File: src/rtl/ssm_pkg.sv
package ssm_pkg;

   localparam int FRAME_LEN = 64;
   localparam int FCS_LEN   = 4;
   localparam int FCS_POS   = FRAME_LEN - FCS_LEN;
   localparam int IDX_W     = $clog2(FRAME_LEN);

   localparam logic [31:0] CRC_POLY = 32'hEDB88320;
   localparam logic [31:0] CRC_INIT = 32'hFFFFFFFF;

   typedef struct packed {
      logic        evt;
      logic [3:0]  ql;
      logic [47:0] mac;
   } frame_req_t;

   function automatic logic [31:0] crc32_step(input logic [31:0] c, input logic [7:0] d);
      logic [31:0] r;
      r = c;
      for (int i = 0; i < 8; i++) begin
         if (r[0] ^ d[i]) r = (r >> 1) ^ CRC_POLY;
         else             r = r >> 1;
      end
      return r;
   endfunction

endpackage

File: src/rtl/ssm_sched.sv
module ssm_sched #(
   parameter int HOLDOFF_CYCLES = 12_500_000
) (
   input  logic       clk,
   input  logic       rst_n,
   input  logic       en,
   input  logic       tick_1s,
   input  logic [3:0] ql,
   input  logic       busy,
   output logic       start,
   output logic       start_evt
);
   localparam int HW = $clog2(HOLDOFF_CYCLES + 1);

   logic [3:0]    ql_q;
   logic          en_q;
   logic          ev_pend;
   logic          info_pend;
   logic [HW-1:0] hold;
   logic          chg;

   assign chg       = en && en_q && (ql != ql_q);
   assign start     = en && !busy && (hold == '0) && (ev_pend || info_pend);
   assign start_evt = ev_pend;

   always_ff @(posedge clk) begin
      if (!rst_n) begin
         ql_q      <= '0;
         en_q      <= 1'b0;
         ev_pend   <= 1'b0;
         info_pend <= 1'b0;
         hold      <= '0;
      end else begin
         ql_q <= ql;
         en_q <= en;
         if (!en) begin
            ev_pend   <= 1'b0;
            info_pend <= 1'b0;
         end else begin
            ev_pend   <= (ev_pend && !(start && start_evt)) || chg;
            info_pend <= (info_pend && !(start && !start_evt)) || tick_1s;
         end
         if (start)             hold <= HW'(HOLDOFF_CYCLES);
         else if (hold != '0)   hold <= hold - 1'b1;
      end
   end
endmodule

File: src/rtl/ssm_octet_mux.sv
module ssm_octet_mux import ssm_pkg::*; #(
   parameter logic [3:0]  VERSION = 4'h1,
   parameter logic [15:0] ORG_SUB = 16'h0001
) (
   input  logic [IDX_W-1:0] idx,
   input  frame_req_t       req,
   output logic [7:0]       octet
);
   always_comb begin
      case (idx)
         6'd0:  octet = 8'h01;
         6'd1:  octet = 8'h80;
         6'd2:  octet = 8'hC2;
         6'd3:  octet = 8'h00;
         6'd4:  octet = 8'h00;
         6'd5:  octet = 8'h02;
         6'd6:  octet = req.mac[47:40];
         6'd7:  octet = req.mac[39:32];
         6'd8:  octet = req.mac[31:24];
         6'd9:  octet = req.mac[23:16];
         6'd10: octet = req.mac[15:8];
         6'd11: octet = req.mac[7:0];
         6'd12: octet = 8'h88;
         6'd13: octet = 8'h09;
         6'd14: octet = 8'h0A;
         6'd15: octet = 8'h00;
         6'd16: octet = 8'h19;
         6'd17: octet = 8'hA7;
         6'd18: octet = ORG_SUB[15:8];
         6'd19: octet = ORG_SUB[7:0];
         6'd20: octet = {VERSION, req.evt, 3'b000};
         6'd24: octet = 8'h01;
         6'd25: octet = 8'h00;
         6'd26: octet = 8'h04;
         6'd27: octet = {4'h0, req.ql};
         default: octet = 8'h00;
      endcase
   end
endmodule

File: src/rtl/ssm_framer.sv
module ssm_framer import ssm_pkg::*; #(
   parameter logic [3:0]  VERSION = 4'h1,
   parameter logic [15:0] ORG_SUB = 16'h0001
) (
   input  logic       clk,
   input  logic       rst_n,
   input  logic       start,
   input  frame_req_t new_req,
   output logic       busy,
   input  logic       m_tready,
   output logic       m_tvalid,
   output logic [7:0] m_tdata,
   output logic       m_tlast
);
   localparam logic [IDX_W-1:0] LAST_IDX = IDX_W'(FRAME_LEN - 1);
   localparam logic [IDX_W-1:0] FCS_IDX  = IDX_W'(FCS_POS);

   logic [IDX_W-1:0] idx;
   frame_req_t       req;
   logic [31:0]      crc;
   logic [31:0]      fcs;
   logic [7:0]       body;
   logic [7:0]       fcs_b [FCS_LEN];
   logic             beat;

   ssm_octet_mux #(.VERSION(VERSION), .ORG_SUB(ORG_SUB)) u_mux (
      .idx   (idx),
      .req   (req),
      .octet (body)
   );

   assign fcs = ~crc;
   for (genvar k = 0; k < FCS_LEN; k++) begin : g_fcs
      assign fcs_b[k] = fcs[8*k +: 8];
   end

   assign beat     = busy && m_tready;
   assign m_tvalid = busy;
   assign m_tlast  = busy && (idx == LAST_IDX);
   assign m_tdata  = (idx >= FCS_IDX) ? fcs_b[idx[1:0]] : body;

   always_ff @(posedge clk) begin
      if (!rst_n) begin
         busy <= 1'b0;
         idx  <= '0;
         req  <= '0;
         crc  <= CRC_INIT;
      end else if (!busy) begin
         if (start) begin
            busy <= 1'b1;
            idx  <= '0;
            req  <= new_req;
            crc  <= CRC_INIT;
         end
      end else if (beat) begin
         if (idx < FCS_IDX) crc <= crc32_step(crc, body);
         if (idx == LAST_IDX) busy <= 1'b0;
         else                 idx  <= idx + 1'b1;
      end
   end
endmodule

File: src/rtl/ssm_frame_gen.sv
module ssm_frame_gen import ssm_pkg::*; #(
   parameter int          HOLDOFF_CYCLES = 12_500_000,
   parameter logic [3:0]  VERSION        = 4'h1,
   parameter logic [15:0] ORG_SUB        = 16'h0001
) (
   input  logic        clk,
   input  logic        rst_n,
   input  logic        en,
   input  logic        tick_1s,
   input  logic [3:0]  ql,
   input  logic [47:0] src_mac,
   input  logic        m_tready,
   output logic        m_tvalid,
   output logic [7:0]  m_tdata,
   output logic        m_tlast
);
   if (HOLDOFF_CYCLES < 2) begin : g_bad_holdoff
      $error("HOLDOFF_CYCLES must be at least 2");
   end

   logic       start;
   logic       start_evt;
   logic       busy;
   frame_req_t new_req;

   assign new_req = '{evt: start_evt, ql: ql, mac: src_mac};

   ssm_sched #(.HOLDOFF_CYCLES(HOLDOFF_CYCLES)) u_sched (
      .clk       (clk),
      .rst_n     (rst_n),
      .en        (en),
      .tick_1s   (tick_1s),
      .ql        (ql),
      .busy      (busy),
      .start     (start),
      .start_evt (start_evt)
   );

   ssm_framer #(.VERSION(VERSION), .ORG_SUB(ORG_SUB)) u_framer (
      .clk      (clk),
      .rst_n    (rst_n),
      .start    (start),
      .new_req  (new_req),
      .busy     (busy),
      .m_tready (m_tready),
      .m_tvalid (m_tvalid),
      .m_tdata  (m_tdata),
      .m_tlast  (m_tlast)
   );
endmodule

File: config.mk
export PLATFORM = sky130hd
export DESIGN_NAME = ssm_frame_gen
export DESIGN_NICKNAME = d
export VERILOG_FILES = /design/src/rtl/ssm_pkg.sv /design/src/rtl/ssm_sched.sv /design/src/rtl/ssm_octet_mux.sv /design/src/rtl/ssm_framer.sv /design/src/rtl/ssm_frame_gen.sv
export SDC_FILE = /design/constraint.sdc
export NUM_CORES = 1
export LEC_CHECK = 0
export BUFFER_PORTS_ARGS = -buffer_cell sky130_fd_sc_hd__buf_2
export CAP_MARGIN = 10
export CELL_PAD_IN_SITES_DETAIL_PLACEMENT = 0
export CELL_PAD_IN_SITES_GLOBAL_PLACEMENT = 1
export CORE_MARGIN = 3
export CORE_UTILIZATION = 49
export DETAILED_ROUTE_END_ITERATION = 6
export GPL_TIMING_DRIVEN = 0
export PLACE_DENSITY_LB_ADDON = 0.1
export SETUP_SLACK_MARGIN = 0.02
export SLEW_MARGIN = 20
export SYNTH_ARGS = -nofsm -noshare
export SYNTH_HDL_FRONTEND = slang
export SYNTH_SLANG_ARGS = --single-unit
File: constraint.sdc
create_clock -name clk -period 7.6 [get_ports clk]
set_input_delay 0.38 -clock clk [delete_from_list [all_inputs] [get_ports clk]]
set_output_delay 0.38 -clock clk [all_outputs]
set_load 0.01 [all_outputs]
### Word-level counts from Yosys, hierarchy flattened

Cells that the tools add are included.

| word-level totals | value |
|---|---|
| word-level logic and storage cells | 145 |
| bits in registers | 123 |

| operators by class | value |
|---|---|
| add/sub/neg operators | 2 |
| bitwise logic cells | 20 |
| muxes and demuxes | 55 |
| reductions and logical operators | 29 |
| $lt $le $gt $ge | 3 |
| equal/unequal tests | 24 |

Operators with widths:

| operator | number |
|---|---|
| $mux 32 | 40 |
| $pmux 8 s18 | 1 |
| $not 13->14 | 8 |
| $mux 24 | 2 |
| $eq 6x4->1 const B | 7 |
| $eq 6x5->1 const B | 7 |
| $not 32->32 | 1 |
| $logic_not 24->1 | 1 |
| $mux 6 | 4 |
| $mux 8 | 3 |
| $reduce_bool 24->1 | 1 |
| $sub 24x1->24 const B | 1 |
| $eq 6x3->1 const B | 3 |
| $bmux 8 s2 | 1 |
| $logic_and 1x1->1 | 11 |
| $xor 1x1->1 | 8 |
| $add 6x1->6 const B | 1 |
| $eq 6x1->1 const B | 1 |
| $eq 6x2->1 const B | 1 |
| $eq 6x6->1 const B | 1 |
| $ge 6x6->1 const B | 1 |
| $logic_not 6->1 | 1 |
| $lt 6x6->1 const B | 1 |
| $ne 2x2->1 const B | 3 |
| other kinds (12) | 24 |

### Longest topological paths before layout

| logic depth | value |
|---|---|
| word-level depth | 50 |
| depth in mapped cells | 12 |
| gate-level depth less buffers | 10 |

### Cells and area by module

Synthesis repeated with hierarchy kept, for this count alone.

| unflattened totals | value |
|---|---|
| cells, all modules | 741 |
| area total of the unflattened synthesis | 6646.4 sq um |

By module, submodules not included:

| module | sequential area each (sq um) | area an instance (sq um) | times used | cells each |
|---|---|---|---|---|
| ssm_framer | 1841.8 | 4342.9 | 1 | 473 |
| ssm_sched | 620.6 | 1524.0 | 1 | 168 |
| ssm_octet_mux | 0.0 | 779.5 | 1 | 100 |

### Least setup slack after synthesis

OpenSTA, ideal clock, no wires.

| timing path | value |
|---|---|
| path kind | register -> register |
| start point | register u_framer.idx[0] |
| end point | register u_framer.crc[19] |
| buffers on the path | 2 |
| path slack | 3.932 ns |
| data arrival time | 3.599 ns |
| cell stages (with the launch flop) | 13 |
| cells stage by stage | dfxtp_1 buf_1 inv_1 ha_1 clkbuf_1 a22oi_1 a2bb2oi_1 nand2_1 nor4_4 xnor3_2 xor2_2 xnor3_1 a21oi_1 |

| on the way | value |
|---|---|
| cells in the longest elaborated chain, start to end | 48 |

RTL lines:

| element | RTL line | source |
|---|---|---|
| from (decl) | ssm_framer.sv:18 | `logic [IDX_W-1:0] idx;` |
| from (signal assigned) | ssm_framer.sv:58 | `else idx <= idx + 1'b1;` |
| $eq 6x5->1 or $logic_not 6->1 (tied branches) | ssm_octet_mux.sv:10 | `case (idx)` |
| $reduce_or 3->1 (no line) | -- |  |
| $pmux 8 s18 | ssm_octet_mux.sv:10 |  |
| $xor 1x1->1 | ssm_pkg.sv:21 | `if (r[0] ^ d[i]) r = (r >> 1) ^ CRC_POLY;` |
| $mux 32 | ssm_pkg.sv:21 |  |
| $mux 32 | ssm_framer.sv:56 | `if (idx < FCS_IDX) crc <= crc32_step(crc, body);` |
| $mux 32 | ssm_framer.sv:55 | `end else if (beat) begin` |
| $mux 32 | ssm_framer.sv:48 | `end else if (!busy) begin` |
| [... 32 more ...] | -- |  |
| $mux 32 | ssm_framer.sv:55 |  |
| $mux 32 | ssm_framer.sv:48 |  |
| $mux 32 | ssm_framer.sv:43 | `if (!rst_n) begin` |
| $not 13->14 (no line) | -- |  |
| $mux 32 | ssm_pkg.sv:21 |  |
| $mux 32 | ssm_framer.sv:56 |  |
| $mux 32 | ssm_framer.sv:55 |  |
| $mux 32 | ssm_framer.sv:48 |  |
| to (signal assigned) | ssm_framer.sv:56 |  |
| to (decl) | ssm_framer.sv:20 | `logic [31:0] crc;` |

Several ways; a longest one is shown, not always the timed one. The select of a mux whose other input is x is not followed.
A chain may end at the register's enable or synchronous reset.

### Worst setup path after layout

Same ends and word-level chain as after synthesis.

==> run metrics <==
status=finished clean; CP arrival=~5100 ps; Max Clock Freq=roughly 210 MHz; Final Cell Area=about 7500 um2; clock sinks=roughly 120; grt met3 use=~4.6%; static leakage=between 2 and 3 nW; GR Util met1=between 30% and 40%; Ant. Diodes=0; Post-Synthesis Cell Area=about 6300 um2; PortBufs=66; Psw=about 0.57 mW; initial antenna violation count=0; Worst Tran Pin Value=slightly above 800 ps; maximum VDD drop=between 150 and 200 uV; chip height=120 um; Post-synth EDFFs=0; final slew viol count=0; H-tree depth=4; Cell variety after synth=64; power share of the combinational group=between 10% and 20%; Sw Share=between 20% and 30%; post-CTS sizing=0; Ports=67; total gr overflow=0; Area growth syn-to-layout=18.8%; first-pass GRT wire length=around 29 mm; Num CTS Buffers=17; Final Setup Violations=0; Setup crit start kind=flop; final worst slack=between 2000 and 3000 ps; DP Wirelength=roughly 13 mm; Post-synth ARST share=0%; crit end category=flop; CTS Root Cell=clkbuf_16; Top Usage Layer GRT=met2; worst rel slew slack=between 40% and 50%; clock skew=slightly above 10 ps; CP Max Fanout=10; sequential area share after synthesis=38.9%; Routed WL per cell=approximately 18 um; kind of critical path=flop to flop; global placement routability congestion=~0.97; setup bufs post-CTS=0; post-DR vias/cell=between 5 and 6; R2R setup slack=roughly 2800 ps; vias in the first global route=between 5000 and 6000; setup TNS=0 ps; syn avg cell area=8.88 um2; Routed WL=between 15 and 20 mm; Post-Synthesis Net Count=around 780; vias=5487; largest net degree at the start of global routing=17; Warnings, synthesis=0; Tmin final=around 4800 ps; placed cell area=slightly below 7000 um2; hold crit path type=input pin to flop; fin nets=860; Initial Util=about half; cell count of the worst reg-to-reg path=12; Post-synth top flop=dfxtp_1; CTS Hold Bufs=0; Util after Layout=61.1%; Max Root-Sink Buffers=2; layout cells sized above 1=16.9%; # rows=40; CTS tree=done; Power Density=approximately 270 nW/um2; core area=~12000 um2; CTS clk-pin slew, worst paths=60 ps; unrepaired setup endpoints after global routing=no; P_int=between 1 and 1.5 mW; CP Data Required Time=7950 ps; Antenna Violating Nets Remaining=0; # DRC=0; share of total power in the clock network=about 44%; R2R Path Start=u_framer.idx[0]; CP endpoint=u_framer.crc[19]; CP startpoint=u_framer.idx[0]; Die Wd=120 um; clk_lat worst skew=420 ps; reg2reg end=u_framer.crc[19]; met2 Use GR=roughly 43%; Design Power=between 2 and 2.5 mW; Seq cells post-synth=approximately 120; Syn Inst Count=slightly above 700; final period utilization=between 60% and 70%; die area=14300 um2; total track usage=25.6%; sequential power share=37.1%; DRT Pass-1 Iters=5; dpl ws=2870 ps; starting DRC count in detailed routing=~370; Max Cap Viol=0; final hold vios=0
[area by class of cell]
class,instances,area (um2)
Timing Repair Buffer,66,330
Fill cell,1110,4790
Buffer,46,195
Inverter,8,30.0
Multi-Input combinational cell,536,3640
Clock buffer,24,492
Tap cell,168,210
Clock inverter,7,160
Sequential cell,123,2460
[Yosys cell counts, drive strengths merged, types with 3 or more instances]
cell type	instances	area share, %
nand2	141	8.4
dfxtp	123	39
a21oi	90	7.1
xnor2	56	8.9
nor2	38	2.3
clkbuf	28	1.7
xor2	26	4.1
buf	18	1.4
nor3	16	1.3
o22ai	14	1.4
a22oi	13	1.5
nand3	10	0.79
o21ai	10	0.79
xnor3	10	3.6
nor4	9	1.2
inv	8	0.47
mux4	8	2.8
nor2b	7	0.81
o22a	6	0.83
and2	5	0.49
ha	5	0.99
nand2b	5	0.49
nand4	5	0.49
nor3b	5	0.59
or3	5	0.49
and3	4	0.40
nand4b	4	0.55
a211oi	3	0.43
a222oi	3	0.47
and4	3	0.42
xor3	3	1.1
[worst min path at each step]
stage | slack, ps | cells after the start | to | start
finish | 210 | 3 | u_framer.req[39] | src_mac[39]
floorplan | 420 | 2 | u_sched.start_evt | u_sched.en_q
detailed placement | 440 | 2 | u_sched.start_evt | u_sched.en_q
CTS | 190 | 3 | u_framer.req[3] | src_mac[3]
global route | 200 | 3 | u_framer.req[31] | src_mac[31]
global placement | 440 | 2 | u_framer.req[4] | u_framer.req[4]
[state kept, by name (all words and copies together), names as in the netlist]
| register | cells |
|---|---|
| u_sched.en_q | 1 |
| u_framer.req | 53 |
| u_sched.start_evt | 1 |
| u_framer.idx | 6 |
| u_framer.busy | 1 |
| u_sched.ql_q | 4 |
| u_sched.hold | 24 |
| u_sched.info_pend | 1 |
| u_framer.crc | 32 |
[routing by layer]
layer / part of all wire [%] / vias to the layer above
met5: 0 / -
met4: 2.8 / 0
met3: 4.7 / 40
met2: 49 / 178
met1: 44 / 2607
li1: - / 2662
[cell usage in the layout (no fill, tap or decap), drive strengths merged, types with 4 or more instances in the layout]
master,netlist,final
nand2,141,141
buf,18,84
nor3b,5,5
nor4,9,9
mux4,8,8
ha,5,5
or3,5,5
nor2,38,38
nand4b,4,4
xnor3,10,10
nor3,16,16
dfxtp,123,123
and3,4,4
o22a,6,6
and2,5,5
xor2,26,26
xnor2,56,56
o22ai,14,14
nand3,10,10
nor2b,7,7
a21oi,90,90
nand2b,5,5
bufinv,0,5
o21ai,10,10
nand4,5,5
a22oi,13,13
inv,8,8
clkbuf,28,52
[cells by family (layout without fill, tap and decap cells)]
logic type / count (synthesis) / count (layout) / synth area share, %
adders and majority gates: 5 / 5 / 0.988
buffers and inverters: 54 / 151 / 3.56
and+or+nand+nor: 265 / 265 / 19.8
xor gates and xnor gates: 95 / 95 / 17.7
DFF: 123 / 123 / 38.9
AOI/OAI and AO/OA: 159 / 159 / 15.5
muxes: 12 / 12 / 3.64
[worst max-delay path, stage by stage, from the launching register on]
cell and delay, ps:
dfxtp_1 450, buf_1 660, inv_1 210, ha_1 320, clkbuf_1 260, a22oi_1 380
a21oi_1 160, a211o_1 330, xor2_1 510, xnor3_2 460, xor2_2 330, xnor3_1 460
a21oi_1 150
[power by group through the flow]
stage	clock network, mW	registers (mW)	logic, mW
after CTS	0.909	0.761	0.395
after detailed placement	0	0.773	0.390
after floorplan	0	0.761	0.307
after global routing	0.937	0.770	0.449
after global placement	0	0.770	0.381
final	0.900	0.762	0.394
[per-stage QoR]
stage | hold WS, ps | std cells
3_3_place_gp | 437 | 947
3_5_place_dp | 443 | 947
5_1_grt | 201 | 978
6_report | 206 | 978
2_1_floorplan | 423 | 713
4_1_cts | 192 | 978
(Power assumes the default switching activity.)
